`config.mk`:
```
export PLATFORM = sky130hd
export DESIGN_NAME = mdiv_top
export DESIGN_NICKNAME = d
export VERILOG_FILES = /design/src/rtl/mdiv_pkg.sv /design/src/rtl/mdiv_special.sv /design/src/rtl/mdiv_core.sv /design/src/rtl/mdiv_top.sv
export SDC_FILE = /design/constraint.sdc
export NUM_CORES = 1
export LEC_CHECK = 0
export ABC_AREA = 1
export CORE_AREA = 4 4 225 227
export DETAILED_ROUTE_END_ITERATION = 16
export DIE_AREA = 0 0 229 231
export DONT_BUFFER_PORTS = 1
export PLACE_DENSITY_LB_ADDON = 0.08
export RECOVER_POWER = 50
export SYNTH_ARGS = -nofsm -noshare
export SYNTH_HDL_FRONTEND = slang
export SYNTH_SLANG_ARGS = --single-unit
```
`constraint.sdc`:
```
create_clock -name clk -period 2.39 [get_ports clk]
set_input_delay 0.239 -clock clk [delete_from_list [all_inputs] [get_ports clk]]
set_output_delay 0.239 -clock clk [all_outputs]
set_load 0.03 [all_outputs]
```
`src/rtl/mdiv_pkg.sv`:
```
package mdiv_pkg;

    typedef struct packed {
        logic [2:0] spare;
        logic       is_signed;
        logic [1:0] on_zero;
        logic [1:0] on_ovf;
    } policy_t;

    typedef enum logic [1:0] {
        POL_TRAP = 2'd0,
        POL_MIN  = 2'd1,
        POL_ZERO = 2'd2,
        POL_MAX  = 2'd3
    } subst_e;

    typedef enum logic [1:0] {
        ST_IDLE,
        ST_SETUP,
        ST_ITER,
        ST_FIX
    } state_e;

    localparam logic [7:0] EXC_ZERO_DIV = 8'h0A;
    localparam logic [7:0] EXC_OVF_DIV  = 8'h0B;

endpackage

```
`src/rtl/mdiv_special.sv`:
```
module mdiv_special
    import mdiv_pkg::*;
#(
    parameter int W = 32
) (
    input  logic [W-1:0] num,
    input  logic [W-1:0] den,
    input  policy_t      pol,
    output logic         hit,
    output logic         trap,
    output logic [7:0]   code,
    output logic [W-1:0] value
);
    localparam logic [W-1:0] MOST_NEG = {1'b1, {(W-1){1'b0}}};
    localparam logic [W-1:0] MOST_POS = {1'b0, {(W-1){1'b1}}};

    logic       is_zero;
    logic       is_ovf;
    subst_e     choice;
    logic       unused_spare;

    assign unused_spare = ^pol.spare;
    assign is_zero = (den == '0);
    assign is_ovf  = pol.is_signed && (num == MOST_NEG) && (den == '1);
    assign hit     = is_zero || is_ovf;
    assign choice  = is_zero ? subst_e'(pol.on_zero) : subst_e'(pol.on_ovf);
    assign trap    = hit && (choice == POL_TRAP);
    assign code    = is_zero ? EXC_ZERO_DIV : EXC_OVF_DIV;

    always_comb begin
        unique case (choice)
            POL_MIN:  value = pol.is_signed ? MOST_NEG : '0;
            POL_MAX:  value = pol.is_signed ? MOST_POS : '1;
            default:  value = '0;
        endcase
    end

endmodule

```
`src/rtl/mdiv_core.sv`:
```
module mdiv_core #(
    parameter int W = 32
) (
    input  logic         clk,
    input  logic         rst,
    input  logic         load,
    input  logic [W-1:0] num,
    input  logic [W-1:0] den,
    output logic [W-1:0] quo,
    output logic [W-1:0] rem,
    output logic         last
);
    localparam int CW = $clog2(W + 1);

    logic [W-1:0]  quo_q, rem_q, den_q;
    logic [CW-1:0] cnt_q;
    logic [W:0]    shifted;
    logic [W:0]    diff;

    assign shifted = {rem_q, quo_q[W-1]};
    assign diff    = shifted - {1'b0, den_q};
    assign last    = (cnt_q == CW'(1));
    assign quo     = quo_q;
    assign rem     = rem_q;

    always_ff @(posedge clk) begin
        if (rst) begin
            quo_q <= '0;
            rem_q <= '0;
            den_q <= '0;
            cnt_q <= '0;
        end else if (load) begin
            quo_q <= num;
            rem_q <= '0;
            den_q <= den;
            cnt_q <= CW'(W);
        end else if (cnt_q != '0) begin
            if (!diff[W]) begin
                rem_q <= diff[W-1:0];
                quo_q <= {quo_q[W-2:0], 1'b1};
            end else begin
                rem_q <= shifted[W-1:0];
                quo_q <= {quo_q[W-2:0], 1'b0};
            end
            cnt_q <= cnt_q - CW'(1);
        end
    end

    // partial remainder stays below the divisor through every step
    p_rem_bound_r1: assert property (@(posedge clk) disable iff (rst)
        (cnt_q != '0 && !load && den_q != '0) |=> (rem_q < den_q));

endmodule

```
`src/rtl/mdiv_top.sv`:
```
module mdiv_top
    import mdiv_pkg::*;
#(
    parameter int W = 32
) (
    input  logic         clk,
    input  logic         rst,
    input  logic         start_i,
    input  logic [W-1:0] dividend_i,
    input  logic [W-1:0] divisor_i,
    input  logic         rem_sel_i,
    input  logic [7:0]   policy_i,
    output logic [W-1:0] result_o,
    output logic         done_o,
    output logic         valid_o,
    output logic         carry_o,
    output logic         ovf_o,
    output logic         exc_o,
    output logic [7:0]   exc_code_o
);
    state_e       state_q;
    policy_t      pol;
    logic         sp_hit, sp_trap;
    logic [7:0]   sp_code;
    logic [W-1:0] sp_value;

    logic [W-1:0] num_q, den_q;
    logic         rem_sel_q, sgn_q;
    logic         core_load, core_last;
    logic [W-1:0] core_quo, core_rem;
    logic [W-1:0] num_mag, den_mag;
    logic         neg_quo, neg_rem;
    logic [W-1:0] pick;

    logic [W-1:0] result_q;
    logic         done_q, valid_q, flag_q, exc_q;
    logic [7:0]   code_q;

    assign pol = policy_t'(policy_i);

    mdiv_special #(.W(W)) u_special (
        .num   (dividend_i),
        .den   (divisor_i),
        .pol   (pol),
        .hit   (sp_hit),
        .trap  (sp_trap),
        .code  (sp_code),
        .value (sp_value)
    );

    assign num_mag   = (sgn_q && num_q[W-1]) ? -num_q : num_q;
    assign den_mag   = (sgn_q && den_q[W-1]) ? -den_q : den_q;
    assign neg_quo   = sgn_q && (num_q[W-1] ^ den_q[W-1]);
    assign neg_rem   = sgn_q && num_q[W-1];
    assign core_load = (state_q == ST_SETUP);
    assign pick      = rem_sel_q ? core_rem : core_quo;

    mdiv_core #(.W(W)) u_core (
        .clk  (clk),
        .rst  (rst),
        .load (core_load),
        .num  (num_mag),
        .den  (den_mag),
        .quo  (core_quo),
        .rem  (core_rem),
        .last (core_last)
    );

    always_ff @(posedge clk) begin
        if (rst) begin
            state_q   <= ST_IDLE;
            num_q     <= '0;
            den_q     <= '0;
            rem_sel_q <= 1'b0;
            sgn_q     <= 1'b0;
            result_q  <= '0;
            done_q    <= 1'b0;
            valid_q   <= 1'b0;
            flag_q    <= 1'b0;
            exc_q     <= 1'b0;
            code_q    <= '0;
        end else begin
            done_q  <= 1'b0;
            valid_q <= 1'b0;
            flag_q  <= 1'b0;
            exc_q   <= 1'b0;
            code_q  <= '0;
            unique case (state_q)
                ST_IDLE: begin
                    if (start_i) begin
                        if (sp_hit) begin
                            done_q   <= 1'b1;
                            exc_q    <= sp_trap;
                            valid_q  <= !sp_trap;
                            flag_q   <= !sp_trap;
                            code_q   <= sp_trap ? sp_code : 8'h00;
                            result_q <= sp_trap ? '0 : sp_value;
                        end else begin
                            num_q     <= dividend_i;
                            den_q     <= divisor_i;
                            rem_sel_q <= rem_sel_i;
                            sgn_q     <= pol.is_signed;
                            state_q   <= ST_SETUP;
                        end
                    end
                end
                ST_SETUP: state_q <= ST_ITER;
                ST_ITER: begin
                    if (core_last) state_q <= ST_FIX;
                end
                ST_FIX: begin
                    result_q <= (rem_sel_q ? neg_rem : neg_quo) ? -pick : pick;
                    done_q   <= 1'b1;
                    valid_q  <= 1'b1;
                    state_q  <= ST_IDLE;
                end
                default: state_q <= ST_IDLE;
            endcase
        end
    end

    assign result_o   = result_q;
    assign done_o     = done_q;
    assign valid_o    = valid_q;
    assign carry_o    = flag_q;
    assign ovf_o      = flag_q;
    assign exc_o      = exc_q;
    assign exc_code_o = code_q;

    // valid only accompanies a done without exception
    p_valid_with_done_r12: assert property (@(posedge clk) disable iff (rst)
        valid_o |-> (done_o && !exc_o));

    // an exception carries one of the two defined codes
    p_exc_code_r3: assert property (@(posedge clk) disable iff (rst)
        exc_o |-> (done_o && (exc_code_o == EXC_ZERO_DIV || exc_code_o == EXC_OVF_DIV)));

    // substitution flags only appear on a valid result
    p_flags_valid_r7: assert property (@(posedge clk) disable iff (rst)
        (carry_o || ovf_o) |-> valid_o);

    // fix-up stage is entered only after the core finished its last step
    p_fix_after_core_r10: assert property (@(posedge clk) disable iff (rst)
        (state_q == ST_FIX) |-> $past(core_last));

    // start in the middle of a division does not return the FSM to setup
    p_busy_ignore_r11: assert property (@(posedge clk) disable iff (rst)
        (state_q == ST_ITER && !core_last) |=> (state_q == ST_ITER || state_q == ST_FIX));

endmodule

```
Yosys cells after proc, flatten, opt, wreduce, memory -nomap -nowiden --
Index checks and enable logic that the tools add are counted. Widths: inputs -> output; s select.
Storage, ports and cells: bits in registers 214, logic and storage cells 89
Operators by class: multiplexer cells 30, add/subtract/negate cells 5, reductions and logical operators 21, bitwise logic cells 5, eq/ne operators 12
Operators with widths (count):
- $mux 32 | 12
- $pmux 32 s2 | 2
- $neg 32->32 | 3
- $eq 32x32->1 const B | 2
- $sub 33x32->33 | 1
- $logic_not 32->1 | 1
- $mux 6 | 2
- $reduce_and 3->1 | 3
- $mux 2 | 4
- $pmux 2 s4 | 1
- $mux 1 | 7
- $eq 2x2->1 const B | 3
- $eq 6x1->1 const B | 1
- $logic_and 1x1->1 | 6
- $ne 2x2->1 const B | 3
- $reduce_bool 6->1 | 1
- $sub 6x1->6 const B | 1
- $reduce_or 5->1 | 1
- $eq 2x1->1 const B | 2
- $logic_not 2->1 | 2
- $not 1->1 | 4
- $pmux 1 s2 | 2
- $reduce_bool 2->1 | 2
- $reduce_or 2->1 | 2
- other kinds (5) | 5

Depth between registers and ports, before layout --
Gate-level depths: netlist (run 1).
depth in word-level cells 9, depth in mapped cells 17

Hierarchy --
A second synthesis (run 1) with hierarchy kept.
Second synthesis, totals: cell total of the unflattened synthesis 2438, area, all modules 14869.3 µm²
By module, submodules not included:
- mdiv_top | area each 7338.3 µm², times used 1, cells an instance 1159, seq. area each 2242.2 µm²
- mdiv_core | area each 6794.0 µm², times used 1, cells an instance 1134, seq. area each 2042.0 µm²
- mdiv_special | area each 737.0 µm², times used 1, cells an instance 145, seq. area each 0.0 µm²

Worst setup path before layout (run 1) --
No wires, ideal clock.
kind flip-flop to flip-flop, start register u_core.quo_q[31] (netlist: u_core.quo[31]), end register u_core.rem_q[24] (netlist: u_core.rem[24]), path buffers 1, required time 2.276 ns, path slack 0.214 ns, arrival 2.063 ns, stages on the path, launching flop included 17, cells stage by stage dfxtp_1 inv_1 ha_1 fa_1 nor2_1 o21ai_0 nand2_1 nand2_1 nand2_1 nand2_1 nand2_1 nand2_1 nand2_2 buf_2 nand2_1 nand3_1 nand2_1
On the way: cells in the longest elaborated chain, start to end 2
RTL lines:
- from (decl) | RTL line mdiv_core.sv:15 | logic [W-1:0] quo_q, rem_q, den_q;
- from (signal assigned) | RTL line mdiv_core.sv:33 | quo_q <= num;
- from (signal assigned) | RTL line mdiv_core.sv:40 | quo_q <= {quo_q[W-2:0], 1'b1};
- from (signal assigned) | RTL line mdiv_core.sv:43 | quo_q <= {quo_q[W-2:0], 1'b0};
- $sub 33x32->33 | RTL line mdiv_core.sv:21 | assign diff = shifted - {1'b0, den_q};
- $mux 32 | RTL line mdiv_core.sv:38 | if (!diff[W]) begin
- to (signal assigned) | RTL line mdiv_core.sv:39 | rem_q <= diff[W-1:0];
- to (signal assigned) | RTL line mdiv_core.sv:42 | rem_q <= shifted[W-1:0];
- to (decl) | RTL line mdiv_core.sv:15
No other way between the ends. A chain may end at the register's enable or synchronous reset.

Worst setup path after layout (run 1) --
start register u_core.den_q[29], end register u_core.rem_q[2] (netlist: u_core.rem[2])
On the way: cells in the longest elaborated chain, start to end 2
RTL lines:
- from (decl) | RTL line mdiv_core.sv:15
- from (signal assigned) | RTL line mdiv_core.sv:35 | den_q <= den;
- $sub 33x32->33 | RTL line mdiv_core.sv:21
- $mux 32 | RTL line mdiv_core.sv:38
No other way between the ends.

==> results.yml, run 1 <==
clocking:
  clkTransAtPathRegs_ps: 60
  cts.htree.levels: 1
  clock_tree_from_tritoncts: "built"
  cts.sinks: 208
  numCtsBuffers: 27
  cts.path.max_buffers: 3
  worst_skew_pair.late_latency_ps: 550
  cts_root_buffer: "sky130_fd_sc_hd__clkbuf_16"
sta:
  fin_tns_setup_ps: 0
  final_min_period_over_clock_period_pct: 95.88
  timing.final.crit_period_ps: 2291
  worst_slew_margin_rel_pct: 60.72
  max_freq_mhz: 436.4
  setup_viol_count_final: 0
  timing.clock.skew_ps: 16.02
  fin_hold_ws_ps: 9.058
  report.final.hold_viol_count: 0
  final_worst_slack_ps: 98.58
  maxSlewViolCount: 0
  transition_time_at_the_pin_with_the_least_slew_margin_ps: 588.3
pwr:
  power.sequential.fraction_pct: 21.3
  leakage_nw: 8.404
  cell_internal_power_w: 0.01374
  irDropWorstVdd_v: 0.0006392
  combinationalPowerShare_pct: 60.9
  net-switching-power_w: 0.01345
  p_sw_share_pct: 49.46
  powerDensity_nw_per_um2: 1548
  post-layout-total-power_w: 0.02719
  clock_power_share_pct: 17.9
detailed_routing:
  detail_route.iter0.violations: 968
  drt_pre_antenna_iters: 6
  num_vias: 15290
  wl_met3_um: 2374
  avgViaCountPerCell: 4.783
  wl_met1_um: 26200
  route.top_layer_used: "met4"
  totalWireLength_um: 54140
  drt_drc_violations_left: 0
  final_antenna_net_count: 0
  met2_wire_length_um: 23900
  wire_per_inst_um: 16.94
logic_synthesis:
  ys_seq_elements: 208
  yosys_most_used_dff: "sky130_fd_sc_hd__dfxtp_1"
  synth-edff-count: 0
  async_reset_ff_share_pct: 0
  netlist_area_um2: 14430
  postSynthCellCount: 2459
  syn_area_per_cell_um2: 5.870
  synthesis.yosys.warnings: 0
  synth_cell_type_count: 48
  yosysSeqAreaShare_pct: 28.85
final_layout:
  drive_above_1_share_pct: 8.042
  layout_commonest_cell: "sky130_fd_sc_hd__nand2_1"
  nNetsFinal: 2674
  layout-area-overhead-vs-synth_pct: 21.73
  final_layout_fill_cell_count: 5463
  antenna_cells: 0
  layout_common_cells: "802 x sky130_fd_sc_hd__nand2_1, 334 x sky130_fd_sc_hd__inv_1, 243 x sky130_fd_sc_hd__nor2_1"
  postLayoutCoreUtil_pct: 36.12
setup_path:
  cp-start-kind: "flip-flop"
  reg2reg_slack_ps: 100
  path_max_fanout: 8
  category_of_the_most_critical_setup_path: "reg2reg"
  worstPathArrival_ps: 2730
  worst_r2r_startpoint: "u_core.den_q[29]$_SDFFE_PP0P_"
  critPathCaptureType: "flip-flop"
  worstRegToRegCells: 14
  timing.rr.end: "u_core.rem[2]$_SDFFE_PP0P_"
  req_time_crit_path_ps: 2830
place:
  place_ws_ps: 10.11
  io_buffers: 0
  gp_congestion: 0.8703
  dp_hpwl_um: 42730
min_path:
  worst_hold_startpoint: "rem_sel_i"
  min_path_cells: 2
  hold_path_class: "in2reg"
  min_to: "rem_sel_q$_SDFFE_PP0P_"
grt:
  grt_remaining_overflow: 0
  maximum_number_of_pins_on_one_net_before_global_route_repair: 53
  grt_first_pass_wirelength_um: 84110
  grt_usage_pct: 19.88
  grt_antenna_before_repair: 0
  first_global_vias: 15060
job:
  max_cap_viol_count: 0
floorplanning:
  chip_height_um: 231
  cell_row_count: 81
  num_io_pins: 121
  design.core.area_um2: 48650
  dieWidth_um: 229
  floorplan.die_area_um2: 52900
  initial_core_util_pct: 29.67
run_status:
  status: "complete, no violations"
==> flip-flops by register name, indices dropped and copies added (netlist names), 2 cells and up <==
| register | flops |
|---|---|
| u_core.cnt_q | 6 |
| u_core.rem | 32 |
| den_q | 32 |
| u_core.quo | 32 |
| state_q | 2 |
| result_o | 32 |
| exc_code_o | 2 |
| u_core.den_q | 32 |
| num_q | 32 |
==> power groups by stage <==
stage               Combinational [W]  Sequential (W)  Clock (W)
floorplan                      0.0106         0.00547          0
global placement               0.0152         0.00583          0
detailed placement             0.0152         0.00584          0
CTS                            0.0154         0.00577    0.00499
global route                   0.0189         0.00591    0.00511
finish                         0.0166         0.00578    0.00486
==> how the worst max path moves through the flow <==
stage | start | endpoint | slack, ps | cells past startpoint
after floorplan | u_core.quo[31]$_SDFFE_PP0P_ | u_core.rem[24]$_SDFFE_PP0P_ | 210 | 16
after global placement | u_core.quo[31]$_SDFFE_PP0P_ | u_core.rem[15]$_SDFFE_PP0P_ | 50 | 16
after detailed placement | u_core.quo[31]$_SDFFE_PP0P_ | u_core.rem[19]$_SDFFE_PP0P_ | 10 | 16
after CTS | u_core.quo[31]$_SDFFE_PP0P_ | u_core.rem[12]$_SDFFE_PP0P_ | 60 | 16
after global routing | u_core.den_q[27]$_SDFFE_PP0P_ | u_core.rem[2]$_SDFFE_PP0P_ | -50 | 14
final | u_core.den_q[29]$_SDFFE_PP0P_ | u_core.rem[2]$_SDFFE_PP0P_ | 100 | 14
==> cell families (layout without fill, tap and decap cells) <==
| logic type | Yosys count | count (layout) | synth area share [%] |
|---|---|---|---|
| XOR/XNOR | 39 | 39 | 2.367 |
| flip-flops | 208 | 208 | 28.85 |
| AND/OR/NAND/NOR | 1334 | 1334 | 38.18 |
| adder cells (fa/ha/maj) | 43 | 43 | 3.779 |
| buffers and inverters | 445 | 556 | 12.51 |
| other | 1 | 5 | 0.02598 |
| AO/OA/AOI/OAI | 389 | 389 | 14.29 |
==> area by class of cell <==
cell class / count / area [µm²] / area share [%]
Multi-Input combinational cell: 1810 / 8647 / 49.21
Sequential cell: 208 / 4168 / 23.72
Timing Repair Buffer: 155 / 1590 / 9.051
Inverter: 353 / 1326 / 7.548
Tap cell: 622 / 778.2 / 4.429
Clock buffer: 33 / 758.2 / 4.315
Clock inverter: 15 / 302.8 / 1.723
==> Yosys cell counts (6+ instances only) <==
master	instances	share of area, %
sky130_fd_sc_hd__a21oi_1	166	5.8
sky130_fd_sc_hd__buf_1	10	0.26
sky130_fd_sc_hd__buf_2	21	0.73
sky130_fd_sc_hd__buf_4	21	1.1
sky130_fd_sc_hd__clkbuf_1	36	0.94
sky130_fd_sc_hd__dfxtp_1	208	29
sky130_fd_sc_hd__ha_1	42	3.6
sky130_fd_sc_hd__inv_1	340	8.8
sky130_fd_sc_hd__inv_2	8	0.21
sky130_fd_sc_hd__nand2_1	807	21
sky130_fd_sc_hd__nand2_2	13	0.56
sky130_fd_sc_hd__nand3_1	182	6.3
sky130_fd_sc_hd__nand3b_1	7	0.36
sky130_fd_sc_hd__nand4_1	22	0.95
sky130_fd_sc_hd__nor2_1	247	6.4
sky130_fd_sc_hd__nor2_2	8	0.35
sky130_fd_sc_hd__nor3_1	25	0.87
sky130_fd_sc_hd__o21ai_0	158	5.5
sky130_fd_sc_hd__o21ai_1	17	0.59
sky130_fd_sc_hd__o21bai_1	6	0.31
sky130_fd_sc_hd__o22ai_1	14	0.61
sky130_fd_sc_hd__xnor2_1	18	1.1
sky130_fd_sc_hd__xor2_1	21	1.3
==> layer usage <==
metal	GRT usage, %	vias to the layer above
li1	-	7954
met1	27.41	6934
met2	32.46	313
met3	2.752	84
met4	5.782	0
met5	0	-
==> worst max-delay path, stage by stage, from the launching register on <==
cell and delay [ps]:
sky130_fd_sc_hd__dfxtp_1 300, sky130_fd_sc_hd__inv_1 150, sky130_fd_sc_hd__ha_4 340, sky130_fd_sc_hd__nand2_1 90, sky130_fd_sc_hd__nor3_2 190, sky130_fd_sc_hd__and2_4 210
sky130_fd_sc_hd__and2_1 170, sky130_fd_sc_hd__nand2_4 90, sky130_fd_sc_hd__nand2_4 90, sky130_fd_sc_hd__nand2_4 70, sky130_fd_sc_hd__nand2_8 120, sky130_fd_sc_hd__clkbuf_16 170
sky130_fd_sc_hd__nand2_1 50, sky130_fd_sc_hd__nand3_1 80, sky130_fd_sc_hd__nand2_1 50
==> what timing repair did <==
item	4_1_cts	5_1_grt
buffers inserted	0	2
pin swaps	0	6
endpoints found under the setup margin	1	38
cloned	0	6
gates resized for setup	1	42
hold buffers	74	0
endpoints found under the hold margin	90	0
==> through the flow <==
step / instances / instance area, µm²
after global routing: 3196 / 17570
after global placement: 3066 / 15480
final: 3196 / 17570
after CTS: 3188 / 17290
after detailed placement: 3066 / 15480
after floorplan: 2463 / 14450
Power figures use the tool's default switching activity.
==> run 2: changes to the inputs <==
--- a/config.mk
+++ b/config.mk
@@ -5,13 +5,14 @@
 export SDC_FILE = /design/constraint.sdc
 export NUM_CORES = 1
 export LEC_CHECK = 0
-export ABC_AREA = 1
-export CORE_AREA = 4 4 225 227
+export ABC_AREA = 0
+export CORE_AREA = 4 4 211 213
 export DETAILED_ROUTE_END_ITERATION = 16
-export DIE_AREA = 0 0 229 231
+export DIE_AREA = 0 0 215 217
 export DONT_BUFFER_PORTS = 1
 export PLACE_DENSITY_LB_ADDON = 0.08
 export RECOVER_POWER = 50
+export SLEW_MARGIN = 20
 export SYNTH_ARGS = -nofsm -noshare
 export SYNTH_HDL_FRONTEND = slang
 export SYNTH_SLANG_ARGS = --single-unit
==> results.yml, run 2 <==
run_status:
  status: "finished, violations left"
  failed_checks: "negative setup slack"
clocking:
  numCtsBuffers: 27
  cts.path.max_buffers: 3
  worst_skew_pair.late_latency_ps: 570
  clkTransAtPathRegs_ps: 60
  cts_root_buffer: "sky130_fd_sc_hd__clkbuf_16"
  cts.htree.levels: 1
  cts.sinks: 208
  clock_tree_from_tritoncts: "built"
sta:
  rsz0062_at_grt: "yes"
  final_min_period_over_clock_period_pct: 116.2
  setup_viol_count_final: 85
  timing.final.crit_period_ps: 2776
  final_worst_slack_ps: -386.1
  transition_time_at_the_pin_with_the_least_slew_margin_ps: 601.1
  worst_slew_margin_rel_pct: 59.93
  timing.clock.skew_ps: 17.95
  maxSlewViolCount: 0
  max_freq_mhz: 360.2
  report.final.hold_viol_count: 0
pwr:
  powerDensity_nw_per_um2: 1366
  irDropWorstVdd_v: 0.0007095
  leakage_nw: 7.661
  post-layout-total-power_w: 0.02590
logic_synthesis:
  post_synth_mux_area_share_pct: 10.32
  synth_simple_gate_area_share_pct: 20.55
  xor_xnor_portion_of_the_synthesized_cell_area_pct: 7.974
  postSynthCellCount: 1580
  synth_cell_type_count: 80
  post_synth_most_frequent_cells: "225 x sky130_fd_sc_hd__nor2_1, 208 x sky130_fd_sc_hd__dfxtp_1, 131 x sky130_fd_sc_hd__nand2_1"
  synth_top_area_share_pct: 32.72
  synth_top_family_by_area: "simple AND/OR/NAND/NOR gates"
  synth-compound-area-share_pct: 19.04
  synth.most_common_cell: "sky130_fd_sc_hd__nor2_1"
  syn_area_per_cell_um2: 8.054
  ys_seq_elements: 208
  synthesis.yosys.warnings: 0
  async_reset_ff_share_pct: 0
  synth_fa_ha_area_share_pct: 4.287
  synth_top_cell_by_area: "sky130_fd_sc_hd__dfxtp_1"
  netlist_area_um2: 12730
  synth-edff-count: 0
  yosys_most_used_dff: "sky130_fd_sc_hd__dfxtp_1"
  synth.top_cells.by_area: "sky130_fd_sc_hd__dfxtp_1 33%, sky130_fd_sc_hd__mux2i_1 9.4%, sky130_fd_sc_hd__nor2_1 6.6%, sky130_fd_sc_hd__a21oi_1 5.0%, sky130_fd_sc_hd__xor2_1 4.3%"
  yosysSeqAreaShare_pct: 32.72
detailed_routing:
  wire_per_inst_um: 19.29
  drt_drc_violations_left: 0
  avgViaCountPerCell: 5.077
  detail_route.iter0.violations: 694
  drt_pre_antenna_iters: 5
  num_vias: 12860
  totalWireLength_um: 48850
  final_antenna_net_count: 0
setup_path:
  worstRegToRegCells: 14
  worstPathArrival_ps: 3280
  category_of_the_most_critical_setup_path: "reg2reg"
  critPathCaptureType: "flip-flop"
  reg2reg_slack_ps: -390
  cp-start-kind: "flip-flop"
  path_max_fanout: 7
  worst_r2r_startpoint: "u_core.quo[31]$_SDFFE_PP0P_"
  setup.worst_path.start: "u_core.quo[31]$_SDFFE_PP0P_"
  timing.rr.end: "u_core.rem[1]$_SDFFE_PP0P_"
  req_time_crit_path_ps: 2890
place:
  gp_congestion: 0.8762
  dp_hpwl_um: 35470
  dpl.cell_count: 2313
  placed_standard_cell_area_um2: 15460
  io_buffers: 0
grt:
  grt_usage_pct: 19.91
  grt_remaining_overflow: 0
  maximum_number_of_pins_on_one_net_before_global_route_repair: 174
  grt_first_pass_wirelength_um: 74030
  grt_antenna_before_repair: 0
  first_global_vias: 12640
final_layout:
  antenna_cells: 0
  layout-area-overhead-vs-synth_pct: 49.00
  final_layout_fill_cell_count: 4252
  finish.cell_count_without_fillers: 2533
  drive_above_1_share_pct: 27.63
  final-seq-area_um2: 4178
  postLayoutCellArea_um2: 18960
  footprint_of_the_multi_input_gates_um2: 8936
  nNetsFinal: 2085
  layout_common_cells: "276 x sky130_fd_sc_hd__buf_4, 221 x sky130_fd_sc_hd__nor2_1, 199 x sky130_fd_sc_hd__dfxtp_1"
  layout_commonest_cell: "sky130_fd_sc_hd__buf_4"
min_path:
  worst_hold_startpoint: "rst"
  min_path_cells: 2
  min_to: "u_core.rem[31]$_SDFFE_PP0P_"
  hold_path_class: "in2reg"
floorplanning:
  initial_core_util_pct: 29.81
  num_io_pins: 121
  chip_height_um: 217
  design.core.area_um2: 42700
  cell_row_count: 76
  floorplan.die_area_um2: 46660
  dieWidth_um: 215
job:
  max_cap_viol_count: 0
[run 2: changes by cell type in the layout (fill, tap and decap cells not counted), sizes merged, moves of 106 or more]
cell   delta
nand2   -689
o21ai   -106
buf     +251
mux2i   +120
inv     -289
nand3   -155
[run 2: critical path, cell delays in order, from the launching register on]
cell and delay, ps:
sky130_fd_sc_hd__dfxtp_2 330, sky130_fd_sc_hd__inv_2 50, sky130_fd_sc_hd__ha_4 150, sky130_fd_sc_hd__fa_2 360
sky130_fd_sc_hd__nand2b_4 160, sky130_fd_sc_hd__a21oi_4 140, sky130_fd_sc_hd__o21ai_2 70, sky130_fd_sc_hd__nand4_1 120
sky130_fd_sc_hd__nand3_2 140, sky130_fd_sc_hd__o31ai_4 320, sky130_fd_sc_hd__xnor2_4 170, sky130_fd_sc_hd__buf_12 140
sky130_fd_sc_hd__buf_12 140, sky130_fd_sc_hd__mux2_4 300, sky130_fd_sc_hd__o21ai_2 100
[run 2: cell families after synthesis]
| group | Yosys count |
|---|---|
| buf+inv | 155 |
| compound gates | 374 |
| flops | 208 |
| xor+xnor | 115 |
| mux | 130 |
| other cells | 1 |
| fa+ha+maj | 43 |
| simple gates | 554 |
[run 2: metal layers]
metal  vias up  wire length [µm]  track usage [%]
met5         -                 0                0
met4         0              1061            4.917
met3        54              2699            3.463
met2       298             22090            32.16
met1      6069             23000            27.75
li1       6439                 -                -
[run 2: timing repair]
action | in CTS | in global routing
pin swaps | 58 | 68
setup buffers | 34 | 12
endpoints found under the hold margin | 171 | 129
setup endpoints to repair | 72 | 111
gates resized for setup | 96 | 109
gates cloned | 4 | 2
hold buffers | 108 | 14
[run 2: layout make-up]
type	instances	share of cell area (%)
multi-input combinational	1222	47.13
sequential	208	22.03
inverter	57	1.128
timing repair buffer	450	21.23
clock inverter	11	0.6598
tap	546	3.603
clock buffer	39	4.223
[run 2: stage by stage]
stage	hold WS (ps)	setup slack, ps	utilization [%]	setup TNS [ps]
after floorplan	386.2	-450.1	-	-10190
after global placement	341.4	-636.5	36.22	-27370
after detailed placement	348.7	-632.2	36.22	-28490
after CTS	-243.8	-489.4	42.84	-16480
after global routing	3.802	-526.3	44.41	-30710
final	41.18	-386.1	44.41	-18830
[run 2: how the worst max path moves through the flow]
stage / end / slack, ps / cells after the start
2_1_floorplan: result_o[30]$_SDFFE_PP0P_ / -450 / 16
3_3_place_gp: result_o[31]$_SDFFE_PP0P_ / -640 / 10
3_5_place_dp: result_o[31]$_SDFFE_PP0P_ / -630 / 10
4_1_cts: u_core.rem[4]$_SDFFE_PP0P_ / -490 / 14
5_1_grt: u_core.rem[28]$_SDFFE_PP0P_ / -530 / 15
6_report: u_core.rem[1]$_SDFFE_PP0P_ / -390 / 14
[run 2: power by group]
| group | switching [W] | leakage (nW) | internal [W] | total, W |
|---|---|---|---|---|
| clock | 0.00172 | 0.457 | 0.00254 | 0.00426 |
| sequential | 0.000821 | 1.71 | 0.00427 | 0.00509 |
| combinational | 0.00833 | 5.50 | 0.00822 | 0.0165 |
